--- src/rtl/satt_pkg.sv ---
package satt_pkg;
  localparam int FRAME_BITS = 16;
  localparam int BYTE_BITS  = 8;
  localparam int CODE_BITS  = 7;
  localparam int ADDR_BITS  = 3;
  localparam int SYNC_DEPTH = 2;
  typedef enum logic [1:0] {IN_DIN = 2'd0, IN_SCLK = 2'd1, IN_STROBE = 2'd2} sync_lane_e;
endpackage

--- src/rtl/satt_sync.sv ---
module satt_sync #(
  parameter int W      = 3,
  parameter int STAGES = 2
) (
  input  logic         clk,
  input  logic         rst,
  input  logic [W-1:0] d,
  output logic [W-1:0] q
);
  logic [W-1:0] pipe [STAGES];

  always_ff @(posedge clk) begin
    if (rst) begin
      for (int i = 0; i < STAGES; i++) pipe[i] <= '0;
    end else begin
      pipe[0] <= d;
      for (int i = 1; i < STAGES; i++) pipe[i] <= pipe[i-1];
    end
  end

  assign q = pipe[STAGES-1];
endmodule

--- src/rtl/satt_shifter.sv ---
module satt_shifter #(
  parameter int FRAME_W = 16,
  parameter int KEEP_W  = 11
) (
  input  logic              clk,
  input  logic              rst,
  input  logic              din_s,
  input  logic              sclk_s,
  input  logic              strobe_s,
  output logic [KEEP_W-1:0] frame_lo,
  output logic              commit
);
  logic [FRAME_W-1:0] shreg;
  logic               sclk_d, strobe_d;
  logic               shift_en;

  assign shift_en = sclk_s & ~sclk_d & ~strobe_s;
  assign commit   = strobe_s & ~strobe_d;

  always_ff @(posedge clk) begin
    if (rst) begin
      shreg    <= '0;
      sclk_d   <= 1'b0;
      strobe_d <= 1'b0;
    end else begin
      sclk_d   <= sclk_s;
      strobe_d <= strobe_s;
      if (shift_en) shreg <= {din_s, shreg[FRAME_W-1:1]};
    end
  end

  assign frame_lo = shreg[KEEP_W-1:0];
endmodule

--- src/rtl/satt_state.sv ---
module satt_state #(
  parameter int BYTE_W = 8,
  parameter int CODE_W = 7,
  parameter int ADDR_W = 3,
  localparam int KEEP_W = BYTE_W + ADDR_W
) (
  input  logic              clk,
  input  logic              rst,
  input  logic [KEEP_W-1:0] frame_lo,
  input  logic              commit,
  input  logic [ADDR_W-1:0] dev_addr,
  output logic              addr_hit,
  output logic [CODE_W-1:0] code_q,
  output logic              err_q
);
  assign addr_hit = (frame_lo[BYTE_W +: ADDR_W] == dev_addr);

  always_ff @(posedge clk) begin
    if (rst) begin
      code_q <= '1;
      err_q  <= 1'b0;
    end else if (commit && addr_hit) begin
      code_q <= frame_lo[CODE_W-1:0];
      if (frame_lo[BYTE_W-1]) err_q <= 1'b1;
    end
  end
endmodule

--- src/rtl/satt_ctrl.sv ---
module satt_ctrl
  import satt_pkg::*;
#(
  parameter int FRAME_W = FRAME_BITS,
  parameter int BYTE_W  = BYTE_BITS,
  parameter int CODE_W  = CODE_BITS,
  parameter int ADDR_W  = ADDR_BITS,
  parameter int STAGES  = SYNC_DEPTH
) (
  input  logic              clk,
  input  logic              rst,
  input  logic              ser_din,
  input  logic              ser_clk,
  input  logic              ser_strobe,
  input  logic [ADDR_W-1:0] dev_addr,
  output logic [CODE_W-1:0] atten_code,
  output logic              rsv_err
);
  localparam int KEEP_W = BYTE_W + ADDR_W;

  logic [2:0]        raw_in, sync_out;
  logic [KEEP_W-1:0] frame_lo;
  logic              commit, addr_hit;

  assign raw_in[IN_DIN]    = ser_din;
  assign raw_in[IN_SCLK]   = ser_clk;
  assign raw_in[IN_STROBE] = ser_strobe;

  satt_sync #(.W(3), .STAGES(STAGES)) u_sync (
    .clk(clk), .rst(rst), .d(raw_in), .q(sync_out)
  );

  satt_shifter #(.FRAME_W(FRAME_W), .KEEP_W(KEEP_W)) u_shift (
    .clk(clk), .rst(rst),
    .din_s(sync_out[IN_DIN]), .sclk_s(sync_out[IN_SCLK]), .strobe_s(sync_out[IN_STROBE]),
    .frame_lo(frame_lo), .commit(commit)
  );

  satt_state #(.BYTE_W(BYTE_W), .CODE_W(CODE_W), .ADDR_W(ADDR_W)) u_state (
    .clk(clk), .rst(rst), .frame_lo(frame_lo), .commit(commit), .dev_addr(dev_addr),
    .addr_hit(addr_hit), .code_q(atten_code), .err_q(rsv_err)
  );
endmodule

--- config.mk ---
export PLATFORM = sky130hd
export DESIGN_NAME = satt_ctrl
export DESIGN_NICKNAME = d
export VERILOG_FILES = /design/src/rtl/satt_pkg.sv /design/src/rtl/satt_sync.sv /design/src/rtl/satt_shifter.sv /design/src/rtl/satt_state.sv /design/src/rtl/satt_ctrl.sv
export SDC_FILE = /design/constraint.sdc
export NUM_CORES = 1
export LEC_CHECK = 0
export ABC_AREA = 0
export BUFFER_PORTS_ARGS = -buffer_cell sky130_fd_sc_hd__buf_2
export CORE_ASPECT_RATIO = 0.8
export CORE_UTILIZATION = 50
export DETAILED_ROUTE_END_ITERATION = 8
export GPL_TIMING_DRIVEN = 0
export PLACE_DENSITY_LB_ADDON = 0.12
export SYNTH_ARGS = -nofsm -noshare
export SYNTH_HDL_FRONTEND = slang
export SYNTH_SLANG_ARGS = --single-unit
--- constraint.sdc ---
create_clock -name clk -period 3.79 [get_ports clk]
set_input_delay 0.379 -clock clk [delete_from_list [all_inputs] [get_ports clk]]
set_output_delay 0.379 -clock clk [all_outputs]
set_load 0.02 [all_outputs]
### Word-level counts from Yosys, hierarchy flattened

Memory sizes are Yosys's and may differ from the RTL's.
Cells that the tools add are included.
Widths: inputs -> output; s select.

* equality and inequality tests: 1
* mux-type cells: 5
* bitwise gates (word level): 8
* reductions and logical operators: 2

Operators by type and width (count)
* $mux 3: 2
* $and 1x1->1: 3
* $eq 3x3->1: 1
* $mux 1: 3
* $not 1->1: 3
* $or 1x1->1: 2
* $reduce_and 2->1: 1
* $logic_and 1x1->1: 1

* register bits: 26
* RAM bits: 6
* input port bits: 8
* output and inout bits: 8
* logic and storage cells: 22
* memories kept: 1

Memory list
* u_sync.pipe: depth 2, bits a word 3, read ports 2, clocked after Yosys merged registers in 0, wr ports 2, RTL line satt_sync.sv:10 `logic [W-1:0] pipe [STAGES];`

### Depth between registers and ports, before layout

Gate-level depths: netlist (run 1).

* depth after elaboration: 4
* gate-level depth with buffers: 5

### Hierarchy

From an unflattened synthesis (run 1), not the netlist that was laid out.

* cell total of the unflattened synthesis: 124
* area, all modules: 1326.3 µm²

Modules (own cells, without submodules)
* satt_shifter: instances 1, cells an instance 71, area an instance 788.3 µm², seq. area each 360.3 µm²
* satt_state: instances 1, cells an instance 38, area an instance 357.8 µm², seq. area each 160.2 µm²
* satt_sync: instances 1, cells an instance 15, area an instance 180.2 µm², seq. area each 120.1 µm²

### Worst setup path after synthesis (run 1)

OpenSTA, ideal clock, no wires.

* path kind: input port to flip-flop
* start: input dev_addr[0]
* end: register u_state.code_q[0]
* setup time: 0.072 ns
* arrival: 1.311 ns
* required time: 3.718 ns
* setup slack: 2.407 ns
* cell stages on the path: 3
* path through: xor2_1 -> nor4_4 -> mux2i_1

* longest elaborated chain between the ends: 2

RTL lines
* start: declaration: RTL line satt_ctrl.sv:15 `input logic [ADDR_W-1:0] dev_addr,`
* $eq 3x3->1: RTL line satt_state.sv:16 `assign addr_hit = (frame_lo[BYTE_W +: ADDR_W] == dev_addr);`
* $logic_and 1x1->1: RTL line satt_state.sv:22 `end else if (commit && addr_hit) begin`
* end signal: assignment: RTL line satt_state.sv:23 `code_q <= frame_lo[CODE_W-1:0];`
* end: declaration: RTL line satt_state.sv:13 `output logic [CODE_W-1:0] code_q,`

No other way between the ends.
A chain may end at the register's enable or synchronous reset.

### Worst setup path after layout (run 1)

* start: register u_shift.shreg[8]
* end: register u_state.code_q[5]

* longest elaborated chain between the ends: 2

RTL lines
* start: declaration: RTL line satt_shifter.sv:13 `logic [FRAME_W-1:0] shreg;`
* start signal: assignment: RTL line satt_shifter.sv:28 `if (shift_en) shreg <= {din_s, shreg[FRAME_W-1:1]};`
* $eq 3x3->1: RTL line satt_state.sv:16
* $logic_and 1x1->1: RTL line satt_state.sv:22

No other way between the ends.

==> results.py, run 1 <==
metrics = {
    "floorplanning": {
        "die_y_microns": 44.6,
        "core_sq_um": 2160,
        "die_x_microns": 55.3,
        "die_area_sq_um": 2470,
        "fp-row-count": 15,
        "initial_core_util": 0.526,
        "io_pins": 16,
    },
    "timing": {
        "period_share": 0.401,
        "whs_ps": 265,
        "slew_headroom": 0.540,
        "setup_viol": 0,
        "fmax_ghz": 0.657,
        "hold_viol_final": 0,
        "fin_crit_ps": 1520,
        "finalWorstSetupSlack_ps": 2270,
        "tightestPinTransition_ps": 685,
        "timing.final.max_slew_violations": 0,
        "skew_ps": 3.72,
        "rsz0062_at_grt": "no",
        "fin_tns_setup_ps": 0,
    },
    "placement": {
        "dpl-instance-area_sq_um": 1240,
        "dp_slack_ps": 2130,
        "dp_hpwl_mm": 1.33,
        "place_inst": 166,
        "gp_congestion": 0.709,
        "io_buffer_count": 15,
    },
    "layout": {
        "stdcell_area_sq_um": 1300,
        "layout-drive-gt1-share": 0.168,
        "multi_input_area_sq_um": 464,
        "fin_nets": 156,
        "n_antenna_cell": 0,
        "synthToLayoutAreaGrowth_pct": 14.5,
        "final_core_util": 0.603,
        "final_cell_count_no_fill": 174,
        "regArea_sq_um": 641,
        "fillers": 200,
    },
    "hold_path": {
        "hold_depth": 2,
        "min_from": "ser_strobe",
        "hp-class": "input port to flip-flop",
    },
    "worst_setup_path": {
        "critPathKind": "flip-flop to flip-flop",
        "start_kind": "flip-flop",
        "critPathCaptureType": "flip-flop",
        "timing.rr.start": "u_shift.shreg[8]$_SDFFE_PP0P_",
        "worst_ep_arrival_time_ps": 1770,
        "r2r_cells": 3,
        "path_cells": "xor2_1 -> nor4_4 -> mux2i_1",
        "path_delay_family": "simple AND/OR/NAND/NOR gates",
        "slowest_stage": "nor4_4",
        "required_ps": 4040,
        "path_buf_inv": 0,
        "worstSetupStartpoint": "u_shift.shreg[8]$_SDFFE_PP0P_",
        "critPathMaxFanout": 8,
        "path_depth": 3,
        "max_stage_delay_ps": 660,
    },
    "clock_tree": {
        "clk_pin_slew_ps": 90,
        "insertion_delay_ps": 320,
        "cts_setup_buffers": 0,
        "cts.sinks": 32,
        "cts_root_buf": "clkbuf_4",
        "cts_htree_levels": 2,
        "hold_buffers": 0,
        "cts_buffers": 5,
        "cts_resized": 0,
        "cts_tree": "built",
        "clockBufferDepth": 2,
    },
    "global_routing": {
        "grt_pass1_vias": 699,
        "track_usage": 0.174,
        "grt_overflow": 0,
        "grt_pass1_wl_mm": 3.15,
        "grt_max_degree": 11,
        "grt_antenna_before_repair": 0,
    },
    "drt": {
        "drt_iter0_drc": 18,
        "viasPerCell": 4.92,
        "totalWireLength_mm": 1.89,
        "first_pass_iters": 4,
        "via_count": 856,
        "wire_per_inst_microns": 10.9,
        "route.detailed.drc": 0,
        "ant_nets": 0,
    },
    "job": {
        "maxCapViolCount": 0,
    },
    "power": {
        "vdd_drop_max_mv": 0.267,
        "p_total_uw": 566,
        "pwr_density_cell_nw_per_um2": 435,
        "p_leak_nw": 0.474,
    },
    "yosys": {
        "ys_seq_elements": 32,
        "synth_fp_nets": 134,
        "synth.distinct_cells": 15,
        "synthFlopType": "dfxtp_1",
        "synth.top_cell.area_share": 0.564,
        "async_flop_share": 0,
        "synth_area_per_cell_sq_um": 9.02,
        "syn_inst": 126,
        "ys_top_cells_by_count": "dfxtp_1 (32), nand2_1 (32), a21oi_1 (16)",
        "synth_warnings": 0,
        "synth_edf_count": 0,
        "synth_area_leaders": "dfxtp_1 (56%), nand2_1 (11%), a21oi_1 (7.0%)",
        "yosysSeqAreaShare": 0.564,
        "yosysTopAreaCell": "dfxtp_1",
        "synthesis.area_sq_um": 1140,
    },
    "outcome": {
        "run_status": "complete, no violations",
    },
}
-- power breakdown --
group | internal, mW | switching [mW]
sequential | 0.341 | 0.00179
combinational | 0.00996 | 0.0175
clock | 0.0915 | 0.104
-- logic make-up (layout without fill, tap and decap cells) --
group	after synthesis	count (layout)	synth area share
compound gates	17	17	0.0782
mux	7	7	0.0617
flops	32	32	0.564
simple gates	59	59	0.246
buf+inv	8	31	0.0275
xor+xnor	3	3	0.0231
-- flip-flops by register name (all words and copies together) (netlist names) --
signal            count
u_state.code_q        7
u_state.err_q         1
u_shift.sclk_d        1
u_shift.shreg        16
u_shift.strobe_d      1
u_sync.pipe           6
-- metal layers --
| metal | GRT usage | wire length, microns |
|---|---|---|
| met1 | 0.236 | 970 |
| met2 | 0.231 | 790 |
| met3 | 0.0614 | 107 |
| met4 | 0.120 | 23 |
| met5 | 0 | 0 |
-- final cells by class --
type                       instances  area share
buffer                             7      0.0212
inverter                           1     0.00288
multi-input combinational         86       0.357
clock buffer                       8      0.0452
timing repair buffer              15      0.0577
sequential                        32       0.492
tap                               25      0.0240
-- path summary, 6_finish.rpt --
check                           slack, ps                              to
worst min-delay path                  260    u_sync.pipe[0][2]$_SDFF_PP0_
worst max-delay path                 2270  u_state.code_q[5]$_SDFFE_PP1P_
worst max register to register       2270  u_state.code_q[5]$_SDFFE_PP1P_
worst min register to register        440    u_sync.pipe[0][4]$_SDFF_PP0_
-- cell usage in the layout, fill, tap and decap left out --
cell type	count
nand2_1	32
dfxtp_1	32
buf_2	16
a21oi_1	16
nor2_1	14
nor2b_1	9
clkbuf_1	8
mux2i_1	7
clkbuf_4	5
xor2_1	3
nor3b_2	1
or3b_2	1
or2b_1	1
nor4_4	1
inv_1	1
a22o_1	1
clkbuf_8	1
Power figures use the tool's default switching activity.
==> run 2: changes to the inputs <==
Settings changed: ABC_AREA 0 to 1.
Clock period 3.79 ns to 1.5 ns, I/O delays scaled along.
==> run 2 against run 1 <==
Against the previous run: the flow now finishes with violations (DRC); register-to-register slack worse by 1900 ps; maximum frequency rose by 38%; setup slack worse by 1900 ps; routed wire length increased by 12%; cell count grew 10%; critical path depth is 4 higher; sequential share of layout area is 2.9 points lower; critical path type unchanged.
==> results.py, run 2 <==
metrics = {
    "yosys": {
        "ys_top_cells_by_count": "dfxtp_1 (32), nand3_1 (28), nand2_1 (26)",
        "synth_area_leaders": "dfxtp_1 (52%), nand3_1 (11%), nand2_1 (8.0%)",
        "synth-simple-area-share": 0.316,
        "yosysTopAreaCell": "dfxtp_1",
        "synth.distinct_cells": 17,
        "synth_most_common_cell": "dfxtp_1",
        "ys_seq_elements": 32,
        "synth-compound-area-share": 0.0808,
        "synthAdderAreaFrac": 0,
        "synth-xor-area-share": 0,
        "syn_inst": 145,
        "synthFlopType": "dfxtp_1",
        "synth_area_per_cell_sq_um": 8.44,
        "synth_warnings": 0,
        "synth_top_family_by_area": "simple AND/OR/NAND/NOR gates",
        "synth_edf_count": 0,
        "yosysSeqAreaShare": 0.524,
        "synth_mux_area_frac": 0,
        "async_flop_share": 0,
        "synthesis.area_sq_um": 1220,
        "synth.top_cell.area_share": 0.524,
        "synth_fp_nets": 153,
    },
    "worst_setup_path": {
        "cp_common_cell": "nand2_4",
        "r2r_cells": 7,
        "r2r_slack_ps": 400,
        "path_cells": "inv_2 -> nor2_4 -> nand2_4 -> nor2_8 -> nand2_4 -> nand2_1 -> nand3_1",
        "reg2reg_to": "u_state.code_q[1]$_SDFFE_PP1P_",
        "required_ps": 1710,
        "timing.rr.start": "u_sync.pipe[0][5]$_SDFF_PP0_",
        "critPathMaxFanout": 9,
        "critPathKind": "flip-flop to flip-flop",
        "max_stage_delay_ps": 330,
        "critPathCaptureType": "flip-flop",
        "slowest_stage": "dfxtp_1",
        "start_kind": "flip-flop",
        "worst_ep_arrival_time_ps": 1310,
    },
    "timing": {
        "tightestPinTransition_ps": 476,
        "fmax_ghz": 0.908,
        "timing.final.max_slew_violations": 0,
        "period_share": 0.734,
        "slew_headroom": 0.683,
        "fin_tns_setup_ps": 0,
        "hold_viol_final": 0,
        "rsz0062_at_grt": "no",
        "setup_viol": 0,
        "fin_crit_ps": 1100,
        "skew_ps": 8.46,
    },
    "layout": {
        "n_antenna_cell": 0,
        "stdcell_area_sq_um": 1380,
        "synthToLayoutAreaGrowth_pct": 12.9,
        "reg.largest.list": "u_shift.shreg: 16 flops, u_state.code_q: 7 flops, u_sync.pipe: 6 flops",
        "multi_input_area_sq_um": 485,
        "fillers": 206,
        "fin_nets": 175,
        "final_cell_mix": "dfxtp_1 (32), nand3_1 (28), nand2_1 (26)",
        "final_common_cell": "dfxtp_1",
        "largest-register": "u_shift.shreg",
        "regArea_sq_um": 641,
        "layout-drive-gt1-share": 0.228,
        "largest_reg_flops": 16,
    },
    "outcome": {
        "run_status": "finished, violations left",
        "violations": "DRC",
    },
    "global_routing": {
        "grt_antenna_before_repair": 0,
        "grt_pass1_wl_mm": 3.42,
        "grt_overflow": 0,
        "track_usage": 0.182,
        "grt_max_degree": 11,
        "grt_pass1_vias": 761,
    },
    "clock_tree": {
        "cts_tree": "built",
        "clockBufferDepth": 2,
        "cts_root_buf": "clkbuf_4",
        "cts_resized": 0,
        "cts.sinks": 32,
        "cts_buffers": 5,
        "clk_pin_slew_ps": 90,
        "insertion_delay_ps": 330,
        "cts_setup_buffers": 0,
        "cts_htree_levels": 2,
    },
    "floorplanning": {
        "die_y_microns": 46.2,
        "initial_core_util": 0.548,
        "die_area_sq_um": 2650,
        "core_sq_um": 2230,
        "fp-row-count": 15,
        "die_x_microns": 57.3,
        "io_pins": 16,
    },
    "job": {
        "maxCapViolCount": 0,
    },
    "placement": {
        "io_buffer_count": 14,
        "dp_hpwl_mm": 1.47,
        "gp_congestion": 0.778,
        "dpl-instance-area_sq_um": 1330,
    },
    "drt": {
        "first_pass_iters": 6,
        "viasPerCell": 5.04,
        "totalWireLength_mm": 2.11,
        "wire_per_inst_microns": 11.0,
        "ant_nets": 0,
        "route.detailed.drc": 3,
        "drt_iter0_drc": 52,
        "via_count": 967,
    },
    "hold_path": {
        "hp-class": "input port to flip-flop",
        "hold_depth": 3,
        "worstHoldEndpoint": "u_sync.pipe[0][1]$_SDFF_PP0_",
        "min_from": "ser_clk",
    },
    "power": {
        "p_leak_nw": 0.591,
        "pwr_density_cell_nw_per_um2": 1020,
        "vdd_drop_max_mv": 0.601,
    },
}
[run 2: critical path: cells and delay by family (launching register included)]
kind	cells	cell delay (ps)
flops	1	330
simple gates	6	570
buf+inv	1	90
[run 2: cell families (layout without fill, tap and decap cells)]
kind of cell,Yosys count,after routing
AO/OA/AOI/OAI,19,19
buffers and inverters,21,43
flip-flops,32,32
AND/OR/NAND/NOR,73,73
[run 2: what timing repair did]
action                                  in CTS  in global routing
hold endpoints to repair                     0                  1
endpoints found under the setup margin       0                  0
hold buffers                                 0                  1
[run 2: worst max path at each step]
stage                                      to                          start  slack [ps]
4_1_cts        u_state.code_q[1]$_SDFFE_PP1P_   u_sync.pipe[0][5]$_SDFF_PP0_         370
6_report       u_state.code_q[1]$_SDFFE_PP1P_   u_sync.pipe[0][5]$_SDFF_PP0_         400
2_1_floorplan  u_state.code_q[0]$_SDFFE_PP1P_   u_sync.pipe[0][5]$_SDFF_PP0_         510
5_1_grt        u_state.code_q[0]$_SDFFE_PP1P_  u_shift.shreg[8]$_SDFFE_PP0P_         290
3_3_place_gp   u_state.code_q[2]$_SDFFE_PP1P_   u_sync.pipe[0][5]$_SDFF_PP0_         400
3_5_place_dp   u_state.code_q[1]$_SDFFE_PP1P_   u_sync.pipe[0][5]$_SDFF_PP0_         400
[run 2: area by class of cell]
cell class	instances	area share
timing repair buffer	15	0.0580
inverter	15	0.0408
tap	25	0.0226
buffer	6	0.0299
multi-input combinational	92	0.351
clock inverter	1	0.00362
clock buffer	6	0.0299
sequential	32	0.464
[run 2: layer usage]
layer	share of wire	global-route usage
met1	0.51	0.230
met3	0.046	0.0843
met5	0	0
met2	0.44	0.266
met4	0	0.0878
[run 2: stage by stage]
step	cells	hold slack [ps]	worst slack, ps	util	total power [mW]
floorplan	145	257	513	-	0.965
global placement	184	349	403	0.593	0.991
detailed placement	184	359	397	0.593	0.993
CTS	191	3.96	374	0.614	1.43
global route	192	13.5	288	0.618	1.48
finish	192	20.8	399	0.618	1.42
[run 2: report_power, final]
group          internal, mW  switching (mW)  total [mW]
Combinational        0.0343          0.0690       0.103
Sequential            0.864         0.00667       0.871
Clock                 0.172           0.269       0.442
